## config.mk

```make
export PLATFORM = sky130hd
export DESIGN_NAME = lvl_irq_ctrl
export DESIGN_NICKNAME = d
export VERILOG_FILES = /design/src/rtl/lvl_irq_pkg.sv /design/src/rtl/irq_level_track.sv /design/src/rtl/irq_mask_bank.sv /design/src/rtl/irq_enable_ctl.sv /design/src/rtl/lvl_irq_ctrl.sv
export SDC_FILE = /design/constraint.sdc
export NUM_CORES = 1
export LEC_CHECK = 0
export ABC_CLOCK_PERIOD_IN_PS = 1400
export BUFFER_PORTS_ARGS = -buffer_cell sky130_fd_sc_hd__buf_2
export CAP_MARGIN = 15
export CORE_ASPECT_RATIO = 1.75
export CORE_MARGIN = 2
export CORE_UTILIZATION = 45
export CTS_CLUSTER_SIZE = 28
export DETAILED_ROUTE_END_ITERATION = 16
export PLACE_DENSITY = 0.73
export RECOVER_POWER = 100
export SYNTH_ARGS = -nofsm -noshare
export SYNTH_HDL_FRONTEND = slang
export SYNTH_SLANG_ARGS = --single-unit
```

## constraint.sdc

```tcl
create_clock -name clk -period 1.4 [get_ports clk]
set_input_delay 0.14 -clock clk [delete_from_list [all_inputs] [get_ports clk]]
set_output_delay 0.14 -clock clk [all_outputs]
set_load 0.02 [all_outputs]
```

## src/rtl/lvl_irq_pkg.sv

```systemverilog
package lvl_irq_pkg;
   // Register addresses decoded by the read and write paths.
   typedef enum logic [1:0] {
      REG_MASK   = 2'd0,
      REG_STATUS = 2'd1,
      REG_ENABLE = 2'd2,
      REG_SPARE  = 2'd3
   } irq_reg_e;
endpackage

```

## src/rtl/irq_level_track.sv

```systemverilog
module irq_level_track #(
   parameter int NUM_SRC = 32
) (
   input  logic               clk,
   input  logic               rst,
   input  logic [NUM_SRC-1:0] lines,
   output logic [NUM_SRC-1:0] status,
   output logic [NUM_SRC-1:0] status_nxt
);
   // One flop per source; each bit follows its line with one cycle of delay.
   for (genvar g = 0; g < NUM_SRC; g++) begin : g_bit
      assign status_nxt[g] = rst ? 1'b0 : lines[g];
      always_ff @(posedge clk) status[g] <= status_nxt[g];
   end


   status_follow_chk: assert property (@(posedge clk) disable iff (rst)
      !$past(rst) |-> status == $past(lines));
endmodule

```

## src/rtl/irq_mask_bank.sv

```systemverilog
module irq_mask_bank #(
   parameter int NUM_SRC = 32
) (
   input  logic               clk,
   input  logic               rst,
   input  logic               load,
   input  logic [NUM_SRC-1:0] load_val,
   output logic [NUM_SRC-1:0] mask,
   output logic [NUM_SRC-1:0] mask_nxt
);
   always_comb begin
      if (rst)       mask_nxt = '0;
      else if (load) mask_nxt = load_val;
      else           mask_nxt = mask;
   end

   always_ff @(posedge clk) mask <= mask_nxt;


   mask_load_chk: assert property (@(posedge clk) disable iff (rst)
      load |=> mask == $past(load_val));
endmodule

```

## src/rtl/irq_enable_ctl.sv

```systemverilog
module irq_enable_ctl (
   input  logic clk,
   input  logic rst,
   input  logic take,
   input  logic ret,
   input  logic sw_wr,
   input  logic sw_val,
   output logic en,
   output logic en_nxt
);
   logic shadow_q;
   logic shadow_nxt;

   // Priority: entry, then return, then software write.
   always_comb begin
      en_nxt     = en;
      shadow_nxt = shadow_q;
      if (rst) begin
         en_nxt     = 1'b0;
         shadow_nxt = 1'b0;
      end else if (take) begin
         en_nxt     = 1'b0;
         shadow_nxt = en;
      end else if (ret) begin
         en_nxt     = shadow_q;
      end else if (sw_wr) begin
         en_nxt     = sw_val;
      end
   end

   always_ff @(posedge clk) begin
      en       <= en_nxt;
      shadow_q <= shadow_nxt;
   end


   take_clears_chk: assert property (@(posedge clk) disable iff (rst)
      take |=> !en);


   return_restores_chk: assert property (@(posedge clk) disable iff (rst)
      (ret && !take) |=> en == $past(shadow_q));
endmodule

```

## src/rtl/lvl_irq_ctrl.sv

```systemverilog
module lvl_irq_ctrl
   import lvl_irq_pkg::*;
#(
   parameter int NUM_SRC = 32,
   parameter int DATA_W  = 32
) (
   input  logic               clk,
   input  logic               rst,
   input  logic [NUM_SRC-1:0] irq_lines,
   input  logic               exc_take,
   input  logic               exc_return,
   input  logic               reg_wr,
   input  logic [1:0]         reg_addr,
   input  logic [DATA_W-1:0]  reg_wdata,
   output logic [DATA_W-1:0]  reg_rdata,
   output logic               exc_req
);
   localparam int PAD_W = DATA_W - NUM_SRC;

   if (NUM_SRC < 1 || NUM_SRC > DATA_W) begin : g_bad_width
      $error("lvl_irq_ctrl: NUM_SRC must be within 1..DATA_W");
   end

   logic [NUM_SRC-1:0] status, status_nxt;
   logic [NUM_SRC-1:0] mask, mask_nxt;
   logic               en, en_nxt;
   logic               wr_mask, wr_en;

   assign wr_mask = reg_wr && (irq_reg_e'(reg_addr) == REG_MASK);
   assign wr_en   = reg_wr && (irq_reg_e'(reg_addr) == REG_ENABLE);

   irq_level_track #(.NUM_SRC(NUM_SRC)) u_track (
      .clk(clk), .rst(rst), .lines(irq_lines),
      .status(status), .status_nxt(status_nxt));

   irq_mask_bank #(.NUM_SRC(NUM_SRC)) u_mask (
      .clk(clk), .rst(rst), .load(wr_mask), .load_val(reg_wdata[NUM_SRC-1:0]),
      .mask(mask), .mask_nxt(mask_nxt));

   irq_enable_ctl u_en (
      .clk(clk), .rst(rst), .take(exc_take), .ret(exc_return),
      .sw_wr(wr_en), .sw_val(reg_wdata[0]), .en(en), .en_nxt(en_nxt));

   // Request is computed from the post-edge state so it lines up with the registers.
   always_ff @(posedge clk) begin
      if (rst) exc_req <= 1'b0;
      else     exc_req <= (|(status_nxt & mask_nxt)) & en_nxt;
   end

   logic [DATA_W-1:0] status_ext, mask_ext;
   if (PAD_W > 0) begin : g_pad
      assign status_ext = {{PAD_W{1'b0}}, status};
      assign mask_ext   = {{PAD_W{1'b0}}, mask};
   end else begin : g_nopad
      assign status_ext = status;
      assign mask_ext   = mask;
   end

   always_comb begin
      reg_rdata = '0;
      unique case (irq_reg_e'(reg_addr))
         REG_MASK:   reg_rdata = mask_ext;
         REG_STATUS: reg_rdata = status_ext;
         REG_ENABLE: reg_rdata[0] = en;
         REG_SPARE:  reg_rdata = '0;
      endcase
   end


   req_needs_en_chk: assert property (@(posedge clk) disable iff (rst)
      exc_req |-> en);


   req_needs_source_chk: assert property (@(posedge clk) disable iff (rst)
      exc_req |-> |(status & mask));


   req_when_pending_chk: assert property (@(posedge clk) disable iff (rst)
      (en && |(status & mask)) |-> exc_req);
endmodule

```

==> results, run 1 <==
- The H-tree generated during clock tree synthesis spans 3 levels.
- The detailed route wirelength on metal2 is between 4000 and 5000 um.
- Summed over all nets, the half-perimeter wirelength after detailed placement is ~6000 um.
- The sink count of the clock tree is 67.
- The number of failing hold endpoints at the final stage is 0.
- The launching element type of the critical path is a flip-flop.
- After Yosys synthesis, XOR and XNOR cells account for 0% of the synthesized area.
- The later pin in the worst-skew pair is clocked with a latency of between 0.3 and 0.4 ns.
- The master cell of the clock root buffer is clkbuf_8.
- The via count of the first global-routing pass was 2760.
- The most common cell after layout, fill and taps aside is buf_2.
- The detail-routed via count per cell is about 5.3.
- The initial antenna violation count is 0.
- The clock tree from TritonCTS is done.
- Per report_power, the clock group accounts for between 30 and 40% of the total.
- In this run the tightest slew margin relative to its limit is 43.8%.
- In the finished design, the share of the clock period the worst path needs comes to a little over nine tenths.
- Setup violations remaining at the end of the flow were counted as 0.
- The worst reg2reg path depth is 5.
- VDD sags by at most roughly 750 uV.
- 0 antenna diodes ended up in the layout.
- By area, the combinational part of the netlist is dominated by simple AND/OR/NAND/NOR gates.
- The detail-routed net length per standard cell is between 15 and 20 um.
- A synthesized cell averages 8.71 um2.
- The worst min-delay path category is in -> reg.
- The total of warnings raised by yosys is 0.
- The first global-routing pass estimated 12900 um of wire.
- In this run, synthesis produced a sequential element count of 67.
- The combinational cell fraction of total power is around 14%.
- The number of nets in the synthesized netlist is between 400 and 500.
- The count of different cell masters after synthesis is 19.
- Of all nets on the critical path, the largest fanout is 3.
- Input and output buffers added on the ports amount to between 100 and 150.
- The clock period could shrink to 1.33 ns.
- Row generation in the floorplan step produced 38 rows.
- The total wire length after detailed routing is between 8000 and 9000 um.
- Dividing total power by cell area gives a power density of 1090 nW/um2.
- Counting along the longest clock path gives a buffer depth of 2.
- The number of routed nets with antenna violations is 0.
- The endpoint of the lowest-slack register-to-register path is exc_req.
- The instance area at placement is about 3500 um2.
- The type of the worst setup path is reg -> reg.
- In the final routing, the length of wire on met1 measures approximately 3100 um.
- The power share of the sequential group is between 40% and 50%.
- After filler insertion, the fill cell instance count of the layout stands at ~600.
- The setup clock skew after layout is roughly 0.0061 ns.
- For this configuration, the core starts out at a cell density of ~47%.
- Once layout is complete, the utilization of the core stands at between 50% and 60%.
- The floorplan step defined a core boundary enclosing 6230 um2.
- The horizontal die dimension is 64.9 um.
- The total global routing overflow is 0.
- The depth of the worst hold-timing path is 3.
- The placer congestion estimate is about 0.8.
- The total internal power is 3.01 mW.
- Setup repair after global routing could not meet its margin everywhere.
- For this design the static power due to leakage is around 1.7 nW.
- The height of the die is roughly 110 um.
- The number of primary I/O pins is roughly 100.
- After the first detailed-routing iteration, the DRC count stood at between 100 and 150.
- The final net count is between 500 and 600.
- The max-cap check violation count is 0.
- Across all layers, the routed design uses 2784 vias.
- The DRC violations left is 0.
- The reg-to-reg startpoint is u_mask.mask[26].
- The top cell types in the final layout, fill and taps aside, are buf_2 (102), nand2_1 (67), dfxtp_1 (65).
- After routing the design area is ~3700 um2.
- The proportion of layout cells with a drive suffix above 1 is 30.9%.
- The gate count of the mapped netlist is 335.
- The area of the die is slightly above 7000 um2.
- Across all register-to-register paths, the minimum setup slack is approximately 0.066 ns.
- The multiplexer area fraction after synthesis is approximately 12%.
- Of the total synthesized cell area, the portion taken by AND, OR, NAND and NOR gates is 23.7%.
- At the worst endpoint, the arrival time is 1.57 ns.
- The post-synthesis adder-cell area fraction is 0%.
- The sequential share of the synthesized area is 45.9%.
- Entering global routing, the biggest net connects 29 pins.
- The number of detailed-route iterations in the first pass is 4.
- The flow ran to the end, and the final reports show no timing, DRC or antenna violations.
- Based on the critical path, the design can be clocked at up to between 700 and 800 MHz.
- The final number of max-transition violations is 0.
- The highest metal layer with signal wires is met4.
- The total CTS buffers is 9.
- The net switching component of the power is about 1.0 mW.
- The clock transition at the register clock pins on the worst setup and hold paths after CTS is approximately 0.07 ns.
- The measured slew at the worst slew-check pin is around 0.84 ns.
- The worst setup path is captured at a flip-flop.
- The switching part of the total power is around 26%.
- The cell area after synthesis is about 2900 um2.
- Summing the areas of all compound-gate instances in the mapped netlist gives between 10% and 20% of the synthesized area.
- The aggregate global-route resource usage is about a quarter.
- The sink of the worst hold path is u_mask.mask[8].
- The synthesis-to-finish area growth is 27.7%.
- At the worst endpoint, the required time is around 1.6 ns.
- The wire length on met3 is 370 um.
- In this run the most critical hold path is launched from reg_wdata[8].
-- metrics by stage --
step / power [mW] / std cells / setup slack, ns / TNS, ns / hold WS, ns
floorplan: 2.37 / 335 / 0.218 / 0 / 0.215
global placement: 2.62 / 508 / 0.00713 / 0 / 0.362
detailed placement: 2.63 / 508 / 0.0225 / 0 / 0.362
CTS: 4.08 / 524 / 0.0148 / 0 / 0.0215
global route: 4.24 / 524 / -0.0266 / -0.0266 / 0.0319
finish: 4.05 / 524 / 0.0657 / 0 / 0.0317
-- cell type report --
type | count | area, um2 | share of cell area [%]
Tap cell | 80 | 100 | 2.69
Multi-Input combinational cell | 246 | 1490 | 40.0
Timing Repair Buffer | 116 | 613 | 16.4
Sequential cell | 67 | 1340 | 36.1
Clock buffer | 13 | 169 | 4.53
Clock inverter | 2 | 10.0 | 0.269
-- timing repair --
item / 4_1_cts / 5_1_grt
buffers inserted: 0 / 0
resized for setup: 0 / 8
endpoints found under the setup margin: 0 / 1
hold buffers: 1 / 0
hold endpoints to repair: 1 / 0
-- sequential cells by signal (all words and copies together) (netlist names) --
register / count
u_mask.mask: 32
u_track.status: 32
exc_req: 1
u_en.en: 1
u_en.shadow_q: 1
-- logic make-up (layout without fill, tap and decap cells) --
family                 after synthesis  after routing
buffers and inverters               22            131
AOI/OAI and AO/OA                   65             65
DFF                                 67             67
and+or+nand+nor                    146            146
muxes                               35             35
-- routing by layer --
layer	vias to the layer above	GRT usage, %
met5	-	0
li1	1360	-
met4	0	12.5
met3	14	3.87
met2	90	41.8
met1	1320	26.0
-- worst max-delay path, stage by stage (launching register included) --
cell	delay, ns
dfxtp_2	0.34
a22oi_2	0.17
nand4_1	0.18
nor4_2	0.30
nand2_1	0.08
and3_1	0.16
-- power by group through the flow --
| stage | logic, mW | clock network, mW | registers (mW) |
|---|---|---|---|
| floorplan | 0.317 | 0 | 2.05 |
| CTS | 0.569 | 1.49 | 2.02 |
| global route | 0.625 | 1.58 | 2.03 |
| global placement | 0.559 | 0 | 2.06 |
| detailed placement | 0.564 | 0 | 2.07 |
| finish | 0.574 | 1.46 | 2.03 |
-- synthesized netlist by cell type (all sizes together) --
cell type / count / area (um2)
mux2: 1 / 15.0
clkbuf: 9 / 33.8
and3: 1 / 6.26
buf: 13 / 90.1
nor3b: 1 / 12.5
nor2: 32 / 120
a21oi: 32 / 160
o22ai: 1 / 6.26
nor3: 1 / 10.0
a22oi: 32 / 240
or3b: 1 / 8.76
nand4: 8 / 50.1
nand3b: 1 / 20.0
dfxtp: 67 / 1340
nor2b: 32 / 200
mux2i: 34 / 340
nand2: 67 / 251
nor4: 2 / 12.5
-- worst max path at each step --
stage                    startpoint         endpoint  slack (ns)  depth (start not counted)
global route        u_mask.mask[12]          exc_req       -0.03                          5
floorplan               reg_addr[1]  u_mask.mask[10]        0.22                          6
finish              u_mask.mask[26]          exc_req        0.07                          5
detailed placement  u_mask.mask[14]          exc_req        0.02                          5
global placement    u_mask.mask[14]          exc_req       0.007                          5
CTS                 u_mask.mask[14]          exc_req        0.01                          5
Power figures use the tool's default switching activity.
==> run 2, diff against run 1 <==
- CORE_MARGIN: 2 -> 10
- PLACE_DENSITY: 0.73 -> 0.77
==> run 2 against run 1 <==
  * Worst hold slack better by 0.0088 ns
  * Core utilization down 1.0 points
  * Die area up 43%
  * Critical endpoint unchanged
  * Highest routed layer unchanged
==> results, run 2 (synthesized netlist as in run 1, its figures left out) <==
- The proportion of layout cells with a drive suffix above 1 is 23.5% (-7.3 points).
- The sink count of the clock tree was 67 (unchanged).
- STA classifies the critical path endpoint as a flip-flop.
- TritonCTS built the clock tree.
- Compared with the post-synthesis result, the final layout area differs by 26.5%.
- The power share of the sequential group is 48.6% (-1.3 points).
- The starting density of the core is 46.5% (-0.36 points).
- The combinational cell fraction of total power is 13.4% (-0.8 points).
- The count of buffers inserted at the top-level ports is 103 (unchanged).
- The net switching component of the power came to 1.03 mW (-1.8%).
- The detail-routed net length per standard cell is 17.1 um (+9.2%).
- The final number of max-transition violations came to 0 (unchanged).
- The final instance area is 3690 um2 (-0.94%).
- The worst IR drop on VDD is 859 uV (+15%).
- The post-CTS repair timing setup buffer count was 0 (unchanged).
- The instance area at placement was 3550 um2 (+0.85%).
- The flop-to-flop setup slack is 0.08 ns (about the same).
- The period utilization is 94.6% (-0.75 points).
- The setup clock skew after layout is 0.00213 ns (-0.00394 ns).
- The cell type group with the largest total delay on the critical path is simple AND/OR/NAND/NOR gates.
- The time the final worst path needs with I/O delays and setup is 1.32 ns (-0.0106 ns).
- For hold timing, the worst endpoint is u_track.status[14].
- In this run the critical register-to-register path is captured at exc_req.
- The maximum clock frequency was 755 MHz (+0.80%).
- The number of antenna repair diodes is 0 (unchanged).
- The total internal power was 3.13 mW (+4.3%).
- The setup path with the least slack is of type reg -> reg.
- The run finished with clean final reports.
- Leaving out fill and tap cells, the most frequent cell in the layout is buf_2.
- The clock network latency to the later pin of the worst-skew pair came to 0.34 ns (about the same).
- The worst setup path startpoint is u_mask.mask[14].
- In the layout the commonest cells are buf_2 (70), nand2_1 (67), dfxtp_1 (67).
- The DRC violations left came to 0 (unchanged).
- The part of the total power dissipated in the clock network is 38.0% (+2.1 points).
- The number of buffers and inverters on the critical path was 0 (unchanged).
- The max-cap check violation count is 0 (unchanged).
- The launching element type of the critical path is a flip-flop.
- The number of failing hold endpoints at the final stage is 0 (unchanged).
- The worst reg2reg path depth is 5 (unchanged).
- The final net count is 509 (-0.39%).
- The measured slew at the worst slew-check pin is 0.773 ns (-0.0699 ns).
- The final count of negative-setup-slack endpoints is 0 (unchanged).
- The number of detailed-route iterations in the first pass was 4 (unchanged).
- The final-layout fill cell count is 639 (+8.9%).
- The horizontal die dimension was 80.9 um (+25%).
- The power density relative to cell area is 1130 nW/um2 (+3.7%).
- The standard cell with the maximum stage delay on the critical path is dfxtp_1.
- In this run the worst hold path is classified as in -> reg.
- The biggest fanout along the worst timing path is 3 (unchanged).
- After global routing, the most crowded layer is met2.
- The height of the die is 127 um (+14%).
- The post-layout utilization of the core is 58.8% (-1.0 points).
- The global routing met1 resource utilization was 16.6% (-9.4 points).
- The initial antenna violation count was 0 (unchanged).
- The area of the die came to 10200 um2 (+43%).
- The detail-routed via count per cell was 5.27 (-0.81%).
- The largest registers in the layout are u_mask.mask (32), u_track.status (32).
- The total CTS buffers is 9 (unchanged).
- The clock transition at the register clock pins on the worst setup and hold paths after CTS is 0.06 ns (about the same).
- The start point of the worst min-delay path is irq_lines[14].
- The total global routing overflow came to 0 (unchanged).
- The pin count of the biggest net entering global routing is 37 (+28%).
- The total wire length after detailed routing is 8940 um (+8.8%).
- The number of primary I/O pins is 104 (unchanged).
- The via count is 2751 (-1.2%).
- The final standard cell count with taps included and fillers excluded is 522 (-0.38%).
- The aggregate global-route resource usage was 17.5% (-6.1 points).
- The placement row count is 38 (unchanged).
- The logic depth of the worst setup path including buffers is 5 (unchanged).
- The core area came to 6280 um2 (+0.76%).
- The placed cell count was 507 (-0.20%).
- The startpoint identified for the worst register-to-register timing path is u_mask.mask[14].
- The via count of the first global-routing pass came to 2833 (+2.6%).
- The met2 usage was 32.7% (-9.1 points).
- The relative max-transition margin came to 48.4% (+4.7 points).
- The leakage dissipation came to 1.58 nW (-6.0%).
- The total negative slack for setup checks is 0 ns (unchanged).
- The highest cell delay on the worst timing path is 0.32 ns (-0.02 ns).
- Traced cell by cell, the critical path runs through a22oi_1, nand4_1, nor4_1, nand2_1, and3_1.
- The overall power consumption is 4.16 mW (+2.7%).
- The met3 track demand over resource is 5.09% (+1.2 points).
- The placed wire-length estimate after detailed placement is 6890 um (+14%).
- The arrival time at the worst endpoint is 1.56 ns (about the same).
- The number of routed nets with antenna violations is 0 (unchanged).
- The worst path required time is 1.64 ns (about the same).
- The largest buffer count on any clock path is 2 (unchanged).
- The number of H-tree branching levels was 3 (unchanged).
- Setup repair after global routing left no endpoint under its margin.
- The count of instances resized after the clock tree is built is 0 (unchanged).
- The switching part of the total power is 24.7% (-1.1 points).
- The depth of the worst hold-timing path was 2 (-1).
- The master cell of the clock root buffer is clkbuf_8.
- The placer congestion estimate is 0.809 (+1.8%).
- The wire length of the first global-routing pass is 13900 um (+7.0%).
- The number of DRC violations after detailed-routing iteration 0 is 149 (+43%).
- The hold buffer count at CTS is 0 (-1).
## run 2: changes by cell type in the layout (fill, tap and decap cells not counted), sizes merged
cell	change
buf	-32
bufinv	+1
clkbuf	+31
clkinv	-1
dlygate4sd3	-1
## run 2: through the flow
step	hold WS [ns]	setup slack [ns]
floorplan	0.215	0.218
global placement	0.375	0.0760
detailed placement	0.371	0.0840
CTS	0.0107	0.0710
global route	0.0280	0.00327
finish	0.0405	0.0762
## run 2: worst max-delay path by stage
stage                                  to  slack (ns)
after floorplan           u_mask.mask[10]        0.22
after global placement            exc_req        0.08
after detailed placement          exc_req        0.08
after CTS                         exc_req        0.07
after global routing              exc_req       0.003
final                             exc_req        0.08
## run 2: area by class of cell
| type | count | area (um2) | share of cell area [%] |
|---|---|---|---|
| tap | 80 | 100 | 2.71 |
| sequential | 67 | 1340 | 36.3 |
| clock buffer | 13 | 159 | 4.30 |
| multi-input combinational | 246 | 1460 | 39.5 |
| timing repair buffer | 114 | 597 | 16.2 |
| clock inverter | 2 | 35.0 | 0.949 |
## run 2: power by group through the flow
stage / sequential (mW) / combinational, mW / clock (mW)
floorplan: 2.05 / 0.317 / 0
global placement: 2.06 / 0.563 / 0
detailed placement: 2.06 / 0.571 / 0
CTS: 2.02 / 0.574 / 1.62
global route: 2.03 / 0.611 / 1.72
finish: 2.02 / 0.558 / 1.58
## run 2: layer usage
| metal | up-vias | routed length, um |
|---|---|---|
| met4 | 0 | 223 |
| met3 | 17 | 578 |
| met2 | 93 | 4980 |
| met5 | - | 0 |
| met1 | 1288 | 3160 |
| li1 | 1353 | - |
